===== src/rtl/rtc_tbase_pkg.sv =====
package rtc_tbase_pkg;

  // longest periodic interval is 2^RATE_MAX_EXP ticks
  localparam int RATE_MAX_EXP = 14;
  localparam int PER_W        = RATE_MAX_EXP + 1;

  // reset value of the writable bits of control register A
  localparam logic [6:0] CTLA_RST = 7'h26;

  // periodic rate code to period exponent; 0 means disabled
  function automatic logic [3:0] rate_exp(input logic [3:0] code);
    logic [3:0] e;
    case (code)
      4'd0:    e = 4'd0;
      4'd1:    e = 4'd7;
      4'd2:    e = 4'd8;
      default: e = code - 4'd1;
    endcase
    return e;
  endfunction

endpackage


===== src/rtl/rtc_tbase_regs.sv =====
module rtc_tbase_regs
  import rtc_tbase_pkg::*;
(
  input  logic       clk,
  input  logic       rst_n,
  input  logic       a_wr,
  input  logic [6:0] a_wdata,
  input  logic       b_wr,
  input  logic       b_set,
  input  logic       b_pie,
  input  logic       b_uie,
  output logic [6:0] a_q,
  output logic       set_q,
  output logic       pie_q,
  output logic       uie_q,
  output logic       run_q,
  output logic       run_nx,
  output logic       divrst_nx,
  output logic       release_nx,
  output logic       per_restart
);

  logic [6:0] a_nx;
  logic       set_nx, pie_nx, uie_nx;

  // next-state logic
  always_comb begin
    a_nx   = a_q;
    set_nx = set_q;
    pie_nx = pie_q;
    uie_nx = uie_q;
    if (a_wr) begin
      a_nx = a_wdata;
    end
    if (b_wr) begin
      set_nx = b_set;
      pie_nx = b_pie;
      uie_nx = b_uie & ~b_set;   // stopping the clock masks update-ended enable
    end
  end

  assign run_q      = ~set_q  & (a_q[6:4]  <= 3'd2);
  assign run_nx     = ~set_nx & (a_nx[6:4] <= 3'd2);
  assign divrst_nx  = (a_nx[6:5] == 2'b11);
  assign release_nx = a_wr & (a_q[6:5] == 2'b11) & (a_wdata[6:4] <= 3'd2) & ~set_q;
  assign per_restart = (a_wr & (a_wdata[3:0] != a_q[3:0])) |
                       (b_wr & (b_pie != pie_q));

  // state registers
  always_ff @(posedge clk or negedge rst_n) begin
    if (!rst_n) begin
      a_q   <= CTLA_RST;
      set_q <= 1'b0;
      pie_q <= 1'b0;
      uie_q <= 1'b0;
    end else begin
      a_q   <= a_nx;
      set_q <= set_nx;
      pie_q <= pie_nx;
      uie_q <= uie_nx;
    end
  end

endmodule


===== src/rtl/rtc_tbase_chain.sv =====
module rtc_tbase_chain #(
  parameter int TICKS_PER_SEC = 32768,
  parameter int UIP_LEAD      = 8
) (
  input  logic clk,
  input  logic rst_n,
  input  logic tick_en,
  input  logic run_q,
  input  logic run_nx,
  input  logic divrst_nx,
  input  logic release_nx,
  output logic upd_q,
  output logic uf_q,
  output logic uip_q
);

  localparam int CW = (TICKS_PER_SEC > 2) ? $clog2(TICKS_PER_SEC) : 1;
  localparam logic [CW-1:0] CNT_LAST = CW'(TICKS_PER_SEC - 1);
  localparam logic [CW-1:0] CNT_HALF = CW'(TICKS_PER_SEC / 2);
  localparam logic [CW-1:0] CNT_UIP  = CW'(TICKS_PER_SEC - UIP_LEAD);

  logic [CW-1:0] cnt_q, cnt_nx;
  logic          upd_nx, uf_nx, uip_nx, wrap;

  assign wrap = run_q & tick_en & (cnt_q == CNT_LAST);

  // next-state logic
  always_comb begin
    cnt_nx = cnt_q;
    if (divrst_nx) begin
      cnt_nx = '0;
    end else if (release_nx) begin
      cnt_nx = CNT_HALF;
    end else if (run_q && tick_en) begin
      cnt_nx = wrap ? '0 : cnt_q + CW'(1);
    end
    upd_nx = wrap & run_nx & ~divrst_nx & ~release_nx;
    uf_nx  = upd_q & ~divrst_nx;
    uip_nx = run_nx & (cnt_nx >= CNT_UIP);
  end

  // state registers
  always_ff @(posedge clk or negedge rst_n) begin
    if (!rst_n) begin
      cnt_q <= '0;
      upd_q <= 1'b0;
      uf_q  <= 1'b0;
      uip_q <= 1'b0;
    end else begin
      cnt_q <= cnt_nx;
      upd_q <= upd_nx;
      uf_q  <= uf_nx;
      uip_q <= uip_nx;
    end
  end

  AST_CNT_IN_RANGE: assert property (@(posedge clk) disable iff (!rst_n)
    cnt_q <= CNT_LAST);
  AST_UIP_BEFORE_UPD: assert property (@(posedge clk) disable iff (!rst_n)
    upd_q |-> $past(uip_q));
  AST_UIP_FALLS_AT_UPD: assert property (@(posedge clk) disable iff (!rst_n)
    upd_q |-> !uip_q);
  AST_UF_AFTER_UPD: assert property (@(posedge clk) disable iff (!rst_n)
    uf_q |-> $past(upd_q));

endmodule


===== src/rtl/rtc_tbase_periodic.sv =====
module rtc_tbase_periodic
  import rtc_tbase_pkg::*;
(
  input  logic       clk,
  input  logic       rst_n,
  input  logic       tick_en,
  input  logic       pie_q,
  input  logic [3:0] rate_q,
  input  logic       restart,
  output logic       pf_q
);

  logic [PER_W-1:0] cnt_q, cnt_nx, limit;
  logic [3:0]       expo;
  logic             active, pf_nx;

  assign expo   = rate_exp(rate_q);
  assign active = pie_q & (expo != 4'd0);
  assign limit  = (PER_W'(1) << expo) - PER_W'(1);

  // next-state logic
  always_comb begin
    cnt_nx = cnt_q;
    pf_nx  = 1'b0;
    if (restart || !active) begin
      cnt_nx = '0;
    end else if (tick_en) begin
      if (cnt_q >= limit) begin
        cnt_nx = '0;
        pf_nx  = 1'b1;
      end else begin
        cnt_nx = cnt_q + PER_W'(1);
      end
    end
  end

  // state registers
  always_ff @(posedge clk or negedge rst_n) begin
    if (!rst_n) begin
      cnt_q <= '0;
      pf_q  <= 1'b0;
    end else begin
      cnt_q <= cnt_nx;
      pf_q  <= pf_nx;
    end
  end

  AST_PF_NEEDS_ENABLE: assert property (@(posedge clk) disable iff (!rst_n)
    pf_q |-> $past(pie_q && (rate_q != 4'd0)));
  AST_PF_NOT_AFTER_RESTART: assert property (@(posedge clk) disable iff (!rst_n)
    $past(restart) |-> !pf_q);

endmodule


===== src/rtl/rtc_timebase.sv =====
module rtc_timebase #(
  parameter int TICKS_PER_SEC = 32768,
  parameter int UIP_LEAD      = 8
) (
  input  logic       clk,
  input  logic       rst_n,
  input  logic       tick_en,
  input  logic       ctla_wr,
  input  logic [7:0] ctla_wdata,
  input  logic       ctlb_wr,
  input  logic       ctlb_set,
  input  logic       ctlb_pie,
  input  logic       ctlb_uie,
  output logic [7:0] ctla_rd,
  output logic       set_o,
  output logic       pie_o,
  output logic       uie_o,
  output logic       upd_o,
  output logic       uf_o,
  output logic       pf_o,
  output logic       uip_o
);

  logic [6:0] a_q;
  logic       run_q, run_nx, divrst_nx, release_nx, per_restart;
  logic       wr_b7_unused;

  assign wr_b7_unused = ctla_wdata[7];   // status bit is not writable

  rtc_tbase_regs u_regs (
    .clk         (clk),
    .rst_n       (rst_n),
    .a_wr        (ctla_wr),
    .a_wdata     (ctla_wdata[6:0]),
    .b_wr        (ctlb_wr),
    .b_set       (ctlb_set),
    .b_pie       (ctlb_pie),
    .b_uie       (ctlb_uie),
    .a_q         (a_q),
    .set_q       (set_o),
    .pie_q       (pie_o),
    .uie_q       (uie_o),
    .run_q       (run_q),
    .run_nx      (run_nx),
    .divrst_nx   (divrst_nx),
    .release_nx  (release_nx),
    .per_restart (per_restart)
  );

  rtc_tbase_chain #(
    .TICKS_PER_SEC (TICKS_PER_SEC),
    .UIP_LEAD      (UIP_LEAD)
  ) u_chain (
    .clk        (clk),
    .rst_n      (rst_n),
    .tick_en    (tick_en),
    .run_q      (run_q),
    .run_nx     (run_nx),
    .divrst_nx  (divrst_nx),
    .release_nx (release_nx),
    .upd_q      (upd_o),
    .uf_q       (uf_o),
    .uip_q      (uip_o)
  );

  rtc_tbase_periodic u_periodic (
    .clk     (clk),
    .rst_n   (rst_n),
    .tick_en (tick_en),
    .pie_q   (pie_o),
    .rate_q  (a_q[3:0]),
    .restart (per_restart),
    .pf_q    (pf_o)
  );

  assign ctla_rd = {uip_o, a_q};

  AST_DIVRST_QUIET: assert property (@(posedge clk) disable iff (!rst_n)
    (a_q[6:5] == 2'b11) |-> (!upd_o && !uf_o && !uip_o));
  AST_STOP_DROPS_UIP: assert property (@(posedge clk) disable iff (!rst_n)
    set_o |-> !uip_o);
  AST_NO_UPD_WHEN_STOPPED: assert property (@(posedge clk) disable iff (!rst_n)
    (set_o && $past(set_o)) |-> !upd_o);

endmodule


===== config.mk =====
export PLATFORM = sky130hd
export DESIGN_NAME = rtc_timebase
export DESIGN_NICKNAME = d
export VERILOG_FILES = /design/src/rtl/rtc_tbase_pkg.sv /design/src/rtl/rtc_tbase_regs.sv /design/src/rtl/rtc_tbase_chain.sv /design/src/rtl/rtc_tbase_periodic.sv /design/src/rtl/rtc_timebase.sv
export SDC_FILE = /design/constraint.sdc
export NUM_CORES = 1
export LEC_CHECK = 0
export BUFFER_PORTS_ARGS = -buffer_cell sky130_fd_sc_hd__clkbuf_2
export CAP_MARGIN = 20
export CORE_MARGIN = 2
export CORE_UTILIZATION = 55
export CTS_CLUSTER_SIZE = 10
export DETAILED_ROUTE_END_ITERATION = 8
export PLACE_DENSITY_LB_ADDON = 0.25
export SYNTH_ARGS = -nofsm -noshare
export SYNTH_HDL_FRONTEND = slang
export SYNTH_SLANG_ARGS = --single-unit

===== constraint.sdc =====
create_clock -name clk -period 6 [get_ports clk]
set_clock_uncertainty 0.05 [all_clocks]
set_input_delay 0.3 -clock clk [delete_from_list [all_inputs] [get_ports clk]]
set_output_delay 0.3 -clock clk [all_outputs]
set_load 0.005 [all_outputs]

* Word-level counts from Yosys, hierarchy flattened *
Index checks and enable logic that the tools add are counted.

storage, ports and cells
  flip-flop bits (word level) = 44
  bits of input ports = 16
  output and inout port bits = 15
  logic and storage cells = 69

cells by class
  add/subtract/negate cells = 4
  order comparisons = 5
  equal/unequal tests = 7
  shift-type cells = 1
  muxes and demuxes = 13
  bitwise operators = 22
  reduce and logical (&&, ||, !) cells = 6

operators by type and width
  operator                 count
  $mux W15                 7
  $add A15 B1 Y15 const B  2
  $and A1 B1 Y1            16
  $eq A15 B15 Y1 const B   1
  $ge A15 B15 Y1           1
  $ge A15 B15 Y1 const B   1
  $shl A1 B4 Y15 const A   1
  $sub A15 B2 Y15 const B  1
  $pmux W4 S3              1
  $le A3 B2 Y1 const B     3
  $mux W7                  1
  $not A1 Y1               5
  $eq A2 B2 Y1 const B     2
  $eq A4 B1 Y1 const B     1
  $eq A4 B2 Y1 const B     1
  $logic_not A4 Y1         1
  $mux W1                  4
  $ne A4 B4 Y1             1
  $reduce_bool A4 Y1       1
  $sub A4 B1 Y4 const B    1
  $reduce_bool A2 Y1       1
  $logic_and A1 B1 Y1      1
  $logic_not A1 Y1         1
  $logic_or A1 B1 Y1       1
  2 further kinds          2

* Logic depth before layout (Yosys ltp) *
Gate-level depths: netlist of the first run.

  depth after elaboration = 10
  mapped depth = 22
  depth with buffers taken out = 17

* Cells and area by module *
From an unflattened synthesis of the first run, not the netlist that was laid out.

unflattened totals
  cell total of the unflattened synthesis = 343
  area total of the unflattened synthesis = 3165.5 sq um

by module, submodules not included
  module              times used  cells an instance  area each (sq um)  seq. area each (sq um)
  rtc_tbase_periodic  1           207                1669.1             400.4
  rtc_tbase_chain     1           99                 989.7              450.4
  rtc_tbase_regs      1           36                 499.2              254.0
  rtc_timebase        1           1                  7.5                0.0

* Worst setup path before layout of the first run *
No wires, ideal clock.

  path kind = reg2reg
  start point = register u_regs.a_q[1]
  end point = register u_periodic.cnt_q[4]
  library setup time = 0.072 ns
  data arrival time = 4.257 ns
  data required time = 5.878 ns
  slack = 1.621 ns
  cell stages (with the launch flop) = 21
  path buffers = 4
  clock period less this slack = 4.379 ns
  path through = dfstp_2 > inv_1 > ha_1 > clkbuf_1 > a2bb2oi_1 > a211o_1 > a222oi_1 > buf_2 > inv_1 > ha_1 > clkbuf_1 > a211oi_1 > a21oi_1 > ha_1 > a41o_1 > a21oi_1 > o22ai_1 > a21oi_1 > nand2_1 > buf_2 > nor2_1

between the ends
  longest elaborated chain between the ends = 8
  elaborated cells on any way between the ends = 19
  classes of those cells = add/sub: 2; order compare: 1; eq/ne: 3; shift: 1; mux: 4; bitwise: 3; reduce/logical: 5

RTL lines
  what                                   line                      RTL
  start, declared                        rtc_tbase_regs.sv:12      output logic [6:0] a_q,
  start signal, assigned                 rtc_tbase_regs.sv:57      a_q <= a_nx;
  $sub A4 B1 Y4 (tied with other cells)  rtc_tbase_pkg.sv:17       default: e = code - 4'd1;
  $pmux W4 S3                            rtc_tbase_pkg.sv:13       case (code)
  $shl A1 B4 Y15                         rtc_tbase_periodic.sv:19  assign limit = (PER_W'(1) << expo) - PER_W'(1);
  $sub A15 B2 Y15                        rtc_tbase_periodic.sv:19
  $ge A15 B15 Y1                         rtc_tbase_periodic.sv:28  if (cnt_q >= limit) begin
  $mux W15                               rtc_tbase_periodic.sv:28
  $mux W15                               rtc_tbase_periodic.sv:27  end else if (tick_en) begin
  $mux W15                               rtc_tbase_periodic.sv:25  if (restart || !active) begin
  end signal, assigned                   rtc_tbase_periodic.sv:43  cnt_q <= cnt_nx;
  end, declared                          rtc_tbase_periodic.sv:13  logic [PER_W-1:0] cnt_q, cnt_nx, limit;

Several ways; a longest one is shown, not always the timed one. The select of a mux whose other input is x is not followed.
A chain may end at the register's enable or synchronous reset.

* Final worst setup path of the first run *
  start point = register u_regs.a_q[0]
  end point = register u_periodic.cnt_q[14]

The elaborated chain is that of the path after synthesis.

==> results.json, run 1 <==
{
  "synth.area.top_cells": "dfrtp_1, ha_1, xor2_1, nor2_1, nand2_1",
  "synth_top_area_cell": "dfrtp_1",
  "cts_tree": "yes",
  "netlist_top_cells_count": "dfrtp_1, nor2_1, xor2_1",
  "multi_input_area_um2": 1760,
  "synth_ff_type": "dfrtp_1",
  "outcome": "finished clean",
  "wl_per_cell_um": 14.4,
  "diodes": 0,
  "cts_resized": 0,
  "die_area_um2": 6040,
  "worst_pin_slew_ps": 757,
  "synth_edf_count": 0,
  "fin_nets": 394,
  "path_common_cell": "a21oi_1",
  "grt_pass1_vias": 2377,
  "post-place-ws_ps": 1490,
  "cts.clk_slew.worst_paths_ps": 80,
  "setup_violations": 0,
  "die_w_um": 77.7,
  "grt_max_degree": 45,
  "synth.most_common_cell": "dfrtp_1",
  "synth_cell_types": 55,
  "async_reset_ff_frac": 1.00,
  "wirelength_um": 6130,
  "cp_max_fo": 15,
  "clk_latency_ps": 290,
  "crit_type": "reg -> reg",
  "drt_iter0_markers": 82,
  "rows": 26,
  "p_int_uw": 473,
  "coreArea_um2": 5170,
  "io_pins": 31,
  "area_growth_pct": 9.80,
  "grt_pass1_wl_um": 10700,
  "hpwl_um": 4490,
  "worst_setup_path_end_kind": "register",
  "dr.pass1.iters": 4,
  "globalplace.congestion": 0.846,
  "cp_cell_sequence": "inv_1, ha_1, inv_1, a211o_1, a222oi_1, buf_4, inv_1, ha_1, a211oi_1, a21oi_1, ha_1, a41o_1, a21oi_1, o22ai_1, a21oi_1, nand2_1, a21oi_1",
  "setup_slack_ps": 1440,
  "die_h_um": 77.7,
  "drc_errors": 0,
  "ant_nets": 0,
  "slew_viol_final": 0,
  "power_density_nw_per_um2": 210,
  "yosys_register_bits": 44,
  "drive_gt1_frac": 0.134,
  "grt_setup_unrepaired": "false",
  "fin_setup_tns_ps": 0,
  "seqCellArea_um2": 1100,
  "syn_avg_cell_area_um2": 9.02,
  "antenna_found_initial": 0,
  "crit_arrival_ps": 4720,
  "synth_seq_area_share": 0.370,
  "critPathLaunchType": "register",
  "via_per_inst": 5.87,
  "p_comb_frac": 0.257,
  "power_frac_clock": 0.273,
  "start_util": 0.577,
  "clock_path_buffers": 2,
  "track_usage": 0.218,
  "synth_nets": 369,
  "numCtsBuffers": 5,
  "slowest_stage": "dfrtp_1",
  "synth_warnings": 0,
  "pwr-share-seq": 0.470,
  "slowest_delay_ps": 510,
  "cts_sinks": 44,
  "fin_crit_sh": 0.759,
  "relSlewSlack": 0.494,
  "cp.required_ps": 6160,
  "holdWs_ps": 176,
  "synth_top_area_frac": 0.344,
  "max_freq_mhz": 219,
  "p_switching_uw": 216,
  "maxCapViolations": 0,
  "syn_area_um2": 2990,
  "portBuffers": 29,
  "htreeDepth": 2,
  "nFillCells": 431,
  "ir_drop_v": 0.000124,
  "grt-ovfl-total": 0,
  "p_leak_uw": 0.00160,
  "root_buffer": "clkbuf_8",
  "routed-via-count": 2508,
  "swShare": 0.314,
  "hp-class": "in -> reg",
  "syn-instance-count": 331,
  "critPathBufInv": 4,
  "layout_min_cycle_time_ps": 4560,
  "cts_setup_buffers": 0,
  "path_delay_family": "compound AO/OA/AOI/OAI gates",
  "final-hold-violation-count": 0
}
==> routing by layer <==
metal / GRT usage / vias to the layer above / part of all wire
met1: 0.277 / 1204 / 0.46
li1: - / 1248 / -
met2: 0.380 / 48 / 0.50
met5: 0 / - / 0
met3: 0.0279 / 8 / 0.030
met4: 0.0786 / 0 / 0.014
==> flip-flops by register name, indices dropped and copies added (netlist names) <==
register and count:
u_chain.cnt_q 15, u_periodic.cnt_q 15, u_regs.a_q 7, u_chain.uf_q 1
u_chain.uip_q 1, u_chain.upd_q 1, u_periodic.pf_q 1, u_regs.pie_q 1
u_regs.set_q 1, u_regs.uie_q 1
==> power by group through the flow <==
| stage | logic [uW] | registers (uW) | clock network, uW |
|---|---|---|---|
| 2_1_floorplan | 131 | 323 | 0 |
| 3_3_place_gp | 168 | 329 | 0 |
| 3_5_place_dp | 174 | 329 | 0 |
| 4_1_cts | 174 | 324 | 194 |
| 5_1_grt | 201 | 326 | 205 |
| 6_report | 177 | 324 | 188 |
==> final timing paths <==
path | end | start | slack [ps] | cells after the start
worst max register to register | u_periodic.cnt_q[14] | u_regs.a_q[0] | 1440 | 17
max in group asynchronous | u_regs.a_q[5] | rst_n | 4930 | 3
worst min register to register | u_regs.uie_q | u_regs.uie_q | 460 | 1
worst min-delay path | u_regs.uie_q | ctlb_uie | 180 | 2
min in group asynchronous | u_periodic.cnt_q[8] | rst_n | 400 | 2
worst max-delay path | u_periodic.cnt_q[14] | u_regs.a_q[0] | 1440 | 17
==> cells in the final DEF, fill, tap and decap left out, types with 9 or more instances in the layout <==
| cell | count |
|---|---|
| xor2_1 | 27 |
| nand3_1 | 9 |
| o21ai_1 | 9 |
| nand2_1 | 25 |
| o21ai_0 | 14 |
| dfrtp_1 | 41 |
| and3_1 | 12 |
| clkbuf_2 | 29 |
| inv_1 | 14 |
| a21oi_1 | 14 |
| nor2_1 | 38 |
| ha_1 | 22 |
==> metrics by stage <==
step / instances / total power [uW] / area, um^2 / utilization
5_1_grt: 427 / 733 / 3280 / 0.634
3_5_place_dp: 417 / 503 / 3160 / 0.611
3_3_place_gp: 417 / 497 / 3160 / 0.611
6_report: 427 / 689 / 3280 / 0.634
4_1_cts: 425 / 692 / 3250 / 0.628
2_1_floorplan: 331 / 454 / 2990 / -
==> logic make-up (layout without fill, tap and decap cells) <==
kind of cell,count (synthesis),count (layout),synth area share
and+or+nand+nor,119,119,0.203
adders and majority gates,22,22,0.0922
AOI/OAI and AO/OA,79,79,0.175
xor gates and xnor gates,31,31,0.0909
DFF,44,44,0.370
buffers and inverters,28,54,0.0402
muxes,8,8,0.0289
==> worst reg2reg max path, cell delays in order (launching register included) <==
cell and delay [ps]:
dfrtp_1 510, inv_1 170, ha_1 330, inv_1 170, a211o_1 300, a222oi_1 340
buf_4 280, inv_1 100, ha_1 290, a211oi_1 230, a21oi_1 80, ha_1 330
a41o_1 240, a21oi_1 150, o22ai_1 110, a21oi_1 210, nand2_1 370, a21oi_1 230
==> final cells by class <==
cell class / instances / area share
clock buffers: 8 / 0.0275
repair buffers: 32 / 0.0557
well taps: 70 / 0.0267
inverters: 14 / 0.0160
flip-flops and latches: 44 / 0.337
multi-input cells: 259 / 0.537
==> repair_timing <==
item,4_1_cts,5_1_grt
setup endpoints to repair,0,0
endpoints found under the hold margin,0,10
hold buffers,0,1
No activity file was read; power rests on OpenSTA's default activity.
==> run 2, diff against run 1 <==
CORE_UTILIZATION = 54   (was 55)
clock period = 4 ns   (was 6 ns; I/O delays follow)
==> run 2 against run 1 <==
  * Non-clock buffer count is 7 higher
  * Die area up 1.8%
  * Global-route usage increased by 0.42 points
  * Sequential power rose by 49%
  * Final cell count up 2.1%
  * Clock power grew 61%
  * Maximum frequency is 19% higher
  * Critical path type unchanged
  * Critical path depth rose by 1
  * Sequential share of layout area shrank 1.1 points
  * Cell area rose by 3.5%
  * Clock-buffer cell count unchanged
==> results.json, run 2 (synthesized netlist as in run 1, its figures left out) <==
{
  "die_h_um": 78.4,
  "dr.pass1.iters": 5,
  "root_buffer": "clkbuf_8",
  "cts.clk_slew.worst_paths_ps": 80,
  "numCtsBuffers": 5,
  "htreeDepth": 2,
  "critPathLaunchType": "register",
  "maxCapViolations": 0,
  "antenna_found_initial": 0,
  "cts_tree": "yes",
  "final-hold-violation-count": 0,
  "cts_sinks": 44,
  "layout_common_cells": "dfrtp_1, nor2_1, clkbuf_2, xor2_1, nand2_1",
  "globalplace.congestion": 0.863,
  "nFillCells": 470,
  "hpwl_um": 4650,
  "grt_pass1_vias": 2436,
  "clock_path_buffers": 2,
  "layout_commonest_cell": "dfrtp_1",
  "grt_pass1_wl_um": 11000,
  "power_uw": 1080,
  "rows": 27,
  "io_pins": 31,
  "drt_iter0_markers": 116,
  "slew_viol_final": 0,
  "worst_pin_slew_ps": 722,
  "grt_max_degree": 45,
  "track_usage": 0.222,
  "ant_nets": 0,
  "diodes": 0,
  "fin_area_um2": 3390,
  "layout_min_cycle_time_ps": 3820,
  "drc_errors": 0,
  "hp-class": "in -> reg",
  "wirelength_um": 6400,
  "crit_type": "reg -> reg",
  "grt-ovfl-total": 0,
  "die_w_um": 78.4,
  "worst_setup_path_end_kind": "register",
  "area_growth_pct": 13.6,
  "setup_slack_ps": 182,
  "relSlewSlack": 0.518,
  "via_per_inst": 5.81,
  "die_area_um2": 6140,
  "p_leak_uw": 0.00163,
  "post-place-ws_ps": 67.2,
  "fin_nets": 401,
  "dpl_cell_area_um2": 3230,
  "crit_arrival_ps": 4000,
  "max_freq_mhz": 262,
  "ir_drop_v": 0.000231,
  "portBuffers": 29,
  "cp.required_ps": 4180,
  "clk_latency_ps": 300,
  "start_util": 0.549,
  "cp_max_fo": 15,
  "fin_crit_sh": 0.954,
  "fin_setup_tns_ps": 0,
  "outcome": "finished clean",
  "drive_gt1_frac": 0.184,
  "setup_violations": 0,
  "power_density_nw_per_um2": 319,
  "routed-via-count": 2535,
  "top_regs": "u_chain.cnt_q x15, u_periodic.cnt_q x15, u_regs.a_q x7",
  "coreArea_um2": 5440,
  "wl_per_cell_um": 14.7
}
## run 2: final timing paths
path | startpoint | end | slack (ps) | cells past startpoint
max in group asynchronous | rst_n | u_regs.a_q[0] | 3030 | 3
hold / removal | ctla_wdata[1] | u_regs.a_q[1] | 80 | 3
setup reg to reg | u_regs.a_q[1] | u_periodic.cnt_q[14] | 180 | 18
min in group asynchronous | rst_n | u_periodic.cnt_q[8] | 450 | 3
hold reg to reg | u_chain.upd_q | u_chain.uf_q | 470 | 2
setup / recovery | u_regs.a_q[1] | u_periodic.cnt_q[14] | 180 | 18
## run 2: power breakdown
part	switching [uW]	leakage, uW	internal [uW]
sequential	21.9	0.000588	462
clock	144	0.0000515	158
combinational	173	0.000992	125
total	339	0.00163	744
## run 2: worst max-delay path: stages, from the launching register on
cell       delay, ps
dfstp_2          610
inv_2             90
ha_4             200
a2bb2oi_2        130
a211o_1          250
a222oi_1         380
buf_4            210
inv_4             40
ha_4             190
a211oi_2         220
a21oi_1           70
ha_1             340
a41o_1           200
a21oi_2          120
o22ai_1           80
a21oi_1          190
nand2_1           70
buf_4            190
a21oi_1          130
## run 2: layout make-up
cell class                 count  area [um^2]  share of cell area
clock buffer                   8          100              0.0295
inverter                      14         55.1              0.0162
multi-input combinational    259         1820               0.536
sequential                    44         1110               0.326
tap                           72         90.1              0.0265
timing repair buffer          39          223              0.0656
## run 2: timing repair
action,4_1_cts,5_1_grt
endpoints found under the setup margin,0,16
resized for setup,0,5
buffers inserted,0,4
hold buffers,1,0
endpoints found under the hold margin,41,0
## run 2: metrics by stage
stage | cells | util | hold WS (ps)
floorplan | 331 | - | -146
global placement | 423 | 0.594 | 255
detailed placement | 423 | 0.594 | 265
CTS | 432 | 0.614 | 65.2
global route | 436 | 0.624 | 89.0
finish | 436 | 0.624 | 75.1
## run 2: routing by layer
layer  track usage  wire length [um]  vias to the layer above
li1              -                 -                     1256
met1         0.280              2950                     1224
met2         0.384              3180                       43
met3        0.0356               158                       12
met4        0.0860               116                        0
met5             0                 0                        -
==> run 3, diff against run 2 <==
CORE_UTILIZATION = 53   (was 54)
CTS_CLUSTER_DIAMETER = 80   (was not set)
==> run 3 against run 2 <==
  * Non-clock buffer count is 7 higher
  * Register-to-register slack improved by 20 ps
  * Combinational power rose by 5%
  * Critical path type unchanged
  * Critical endpoint unchanged
  * Largest cell class unchanged
==> results.json, run 3 (synthesized netlist as in run 1, its figures left out) <==
{
  "outcome": "finished clean",
  "worstHoldStart": "ctla_wdata[1]",
  "routed-via-count": 2566,
  "diodes": 0,
  "holdWs_ps": 66.4,
  "cp.required_ps": 4190,
  "portBuffers": 29,
  "rrSetupSlack_ps": 200,
  "power_density_nw_per_um2": 331,
  "worst_pin_slew_ps": 812,
  "grt_pass1_vias": 2407,
  "ir_drop_v": 0.000234,
  "numCtsBuffers": 5,
  "setup_violations": 0,
  "crit_arrival_ps": 3990,
  "globalplace.congestion": 0.861,
  "wirelength_um": 6530,
  "grt_setup_unrepaired": "false",
  "cts_sinks": 44,
  "layout_commonest_cell": "dfrtp_1",
  "drt_iter0_markers": 144,
  "grt_pass1_wl_um": 10600,
  "cts.clk_slew.worst_paths_ps": 100,
  "via_per_inst": 5.79,
  "critPathLaunchType": "register",
  "area_growth_pct": 16.5,
  "antenna_found_initial": 0,
  "max_freq_mhz": 263,
  "clk_latency_ps": 310,
  "startpoint": "u_regs.a_q[0]",
  "clock_path_buffers": 2,
  "p_leak_uw": 0.00167,
  "root_buffer": "clkbuf_8",
  "slew_viol_final": 0,
  "layout_min_cycle_time_ps": 3800,
  "coreArea_um2": 5470,
  "die_h_um": 79.1,
  "ant_nets": 0,
  "rows": 27,
  "htreeDepth": 2,
  "fin_nets": 408,
  "grt_max_degree": 45,
  "grt-ovfl-total": 0,
  "die_w_um": 79.1,
  "start_util": 0.546,
  "seqCellArea_um2": 1110,
  "setup_slack_ps": 197,
  "reg2reg_from": "u_regs.a_q[0]",
  "crit_type": "reg -> reg",
  "nFillCells": 473,
  "die_area_um2": 6250,
  "hpwl_um": 4660,
  "post-place-ws_ps": 113,
  "multi_input_area_um2": 1830,
  "wl_per_cell_um": 14.7,
  "layout_common_cells": "dfrtp_1, nor2_1, clkbuf_2, xor2_1, nand2_1",
  "relSlewSlack": 0.457,
  "final-hold-violation-count": 0,
  "maxCapViolations": 0,
  "dr.pass1.iters": 4,
  "cp_max_fo": 8,
  "drive_gt1_frac": 0.213,
  "drc_errors": 0,
  "fin_crit_sh": 0.951,
  "track_usage": 0.212,
  "io_pins": 31,
  "hp-class": "in -> reg",
  "worst_setup_path_end_kind": "register",
  "top_regs": "u_chain.cnt_q x15, u_periodic.cnt_q x15, u_regs.a_q x7",
  "cts_tree": "yes"
}
run 3: timing repair:
| action | in CTS | in global routing |
|---|---|---|
| gates resized for setup | 0 | 15 |
| buffers inserted | 0 | 10 |
| hold endpoints to repair | 41 | 0 |
| setup endpoints to repair | 0 | 15 |
| hold buffers | 1 | 0 |
run 3: where the power goes:
group | total, uW | switching (uW) | internal, uW | leakage (uW)
registers | 483 | 21.9 | 462 | 0.000588
logic | 314 | 177 | 137 | 0.00103
clock network | 355 | 167 | 188 | 0.0000548
run 3: final timing paths:
kind,cells after the start,to
hold / removal,3,u_regs.a_q[1]
setup reg to reg,18,u_periodic.cnt_q[14]
hold reg to reg,2,u_chain.uf_q
setup / recovery,18,u_periodic.cnt_q[14]
min in group asynchronous,3,u_periodic.cnt_q[10]
max in group asynchronous,3,u_regs.a_q[0]
run 3: layer usage:
metal,up-vias,GRT usage,wire length [um]
met4,0,0.0552,79
met3,7,0.0352,268
met2,60,0.380,3280
met1,1226,0.265,2910
li1,1273,-,-
met5,-,0,0
run 3: layout make-up:
class | count | area share
Clock inverter | 3 | 0.0133
Inverter | 14 | 0.0165
Tap cell | 72 | 0.0259
Timing Repair Buffer | 46 | 0.0813
Multi-Input combinational cell | 259 | 0.525
Sequential cell | 44 | 0.318
Clock buffer | 5 | 0.0198
run 3: worst max-delay path, cell delays in order, from the launching register on:
cell and delay, ps:
dfrtp_2 360, inv_1 100, ha_1 320, a2bb2oi_2 180, a211o_1 290, a222oi_1 360
buf_4 240, inv_4 50, ha_4 180, a211oi_2 230, a21oi_1 70, ha_1 330
a41o_1 180, a21oi_1 140, o22ai_1 100, a21oi_2 170, nand2_2 110, buf_6 170
a21oi_1 110
run 3: through the flow:
stage                     power (uW)  area (um^2)  TNS [ps]  std cells   util
after floorplan                  697         3060      -745        331      -
after global placement           763         3230         0        423  0.591
after detailed placement         772         3230         0        423  0.591
after CTS                       1130         3360         0        432  0.613
after global routing            1220         3480         0        443  0.636
final                           1150         3480         0        443  0.636
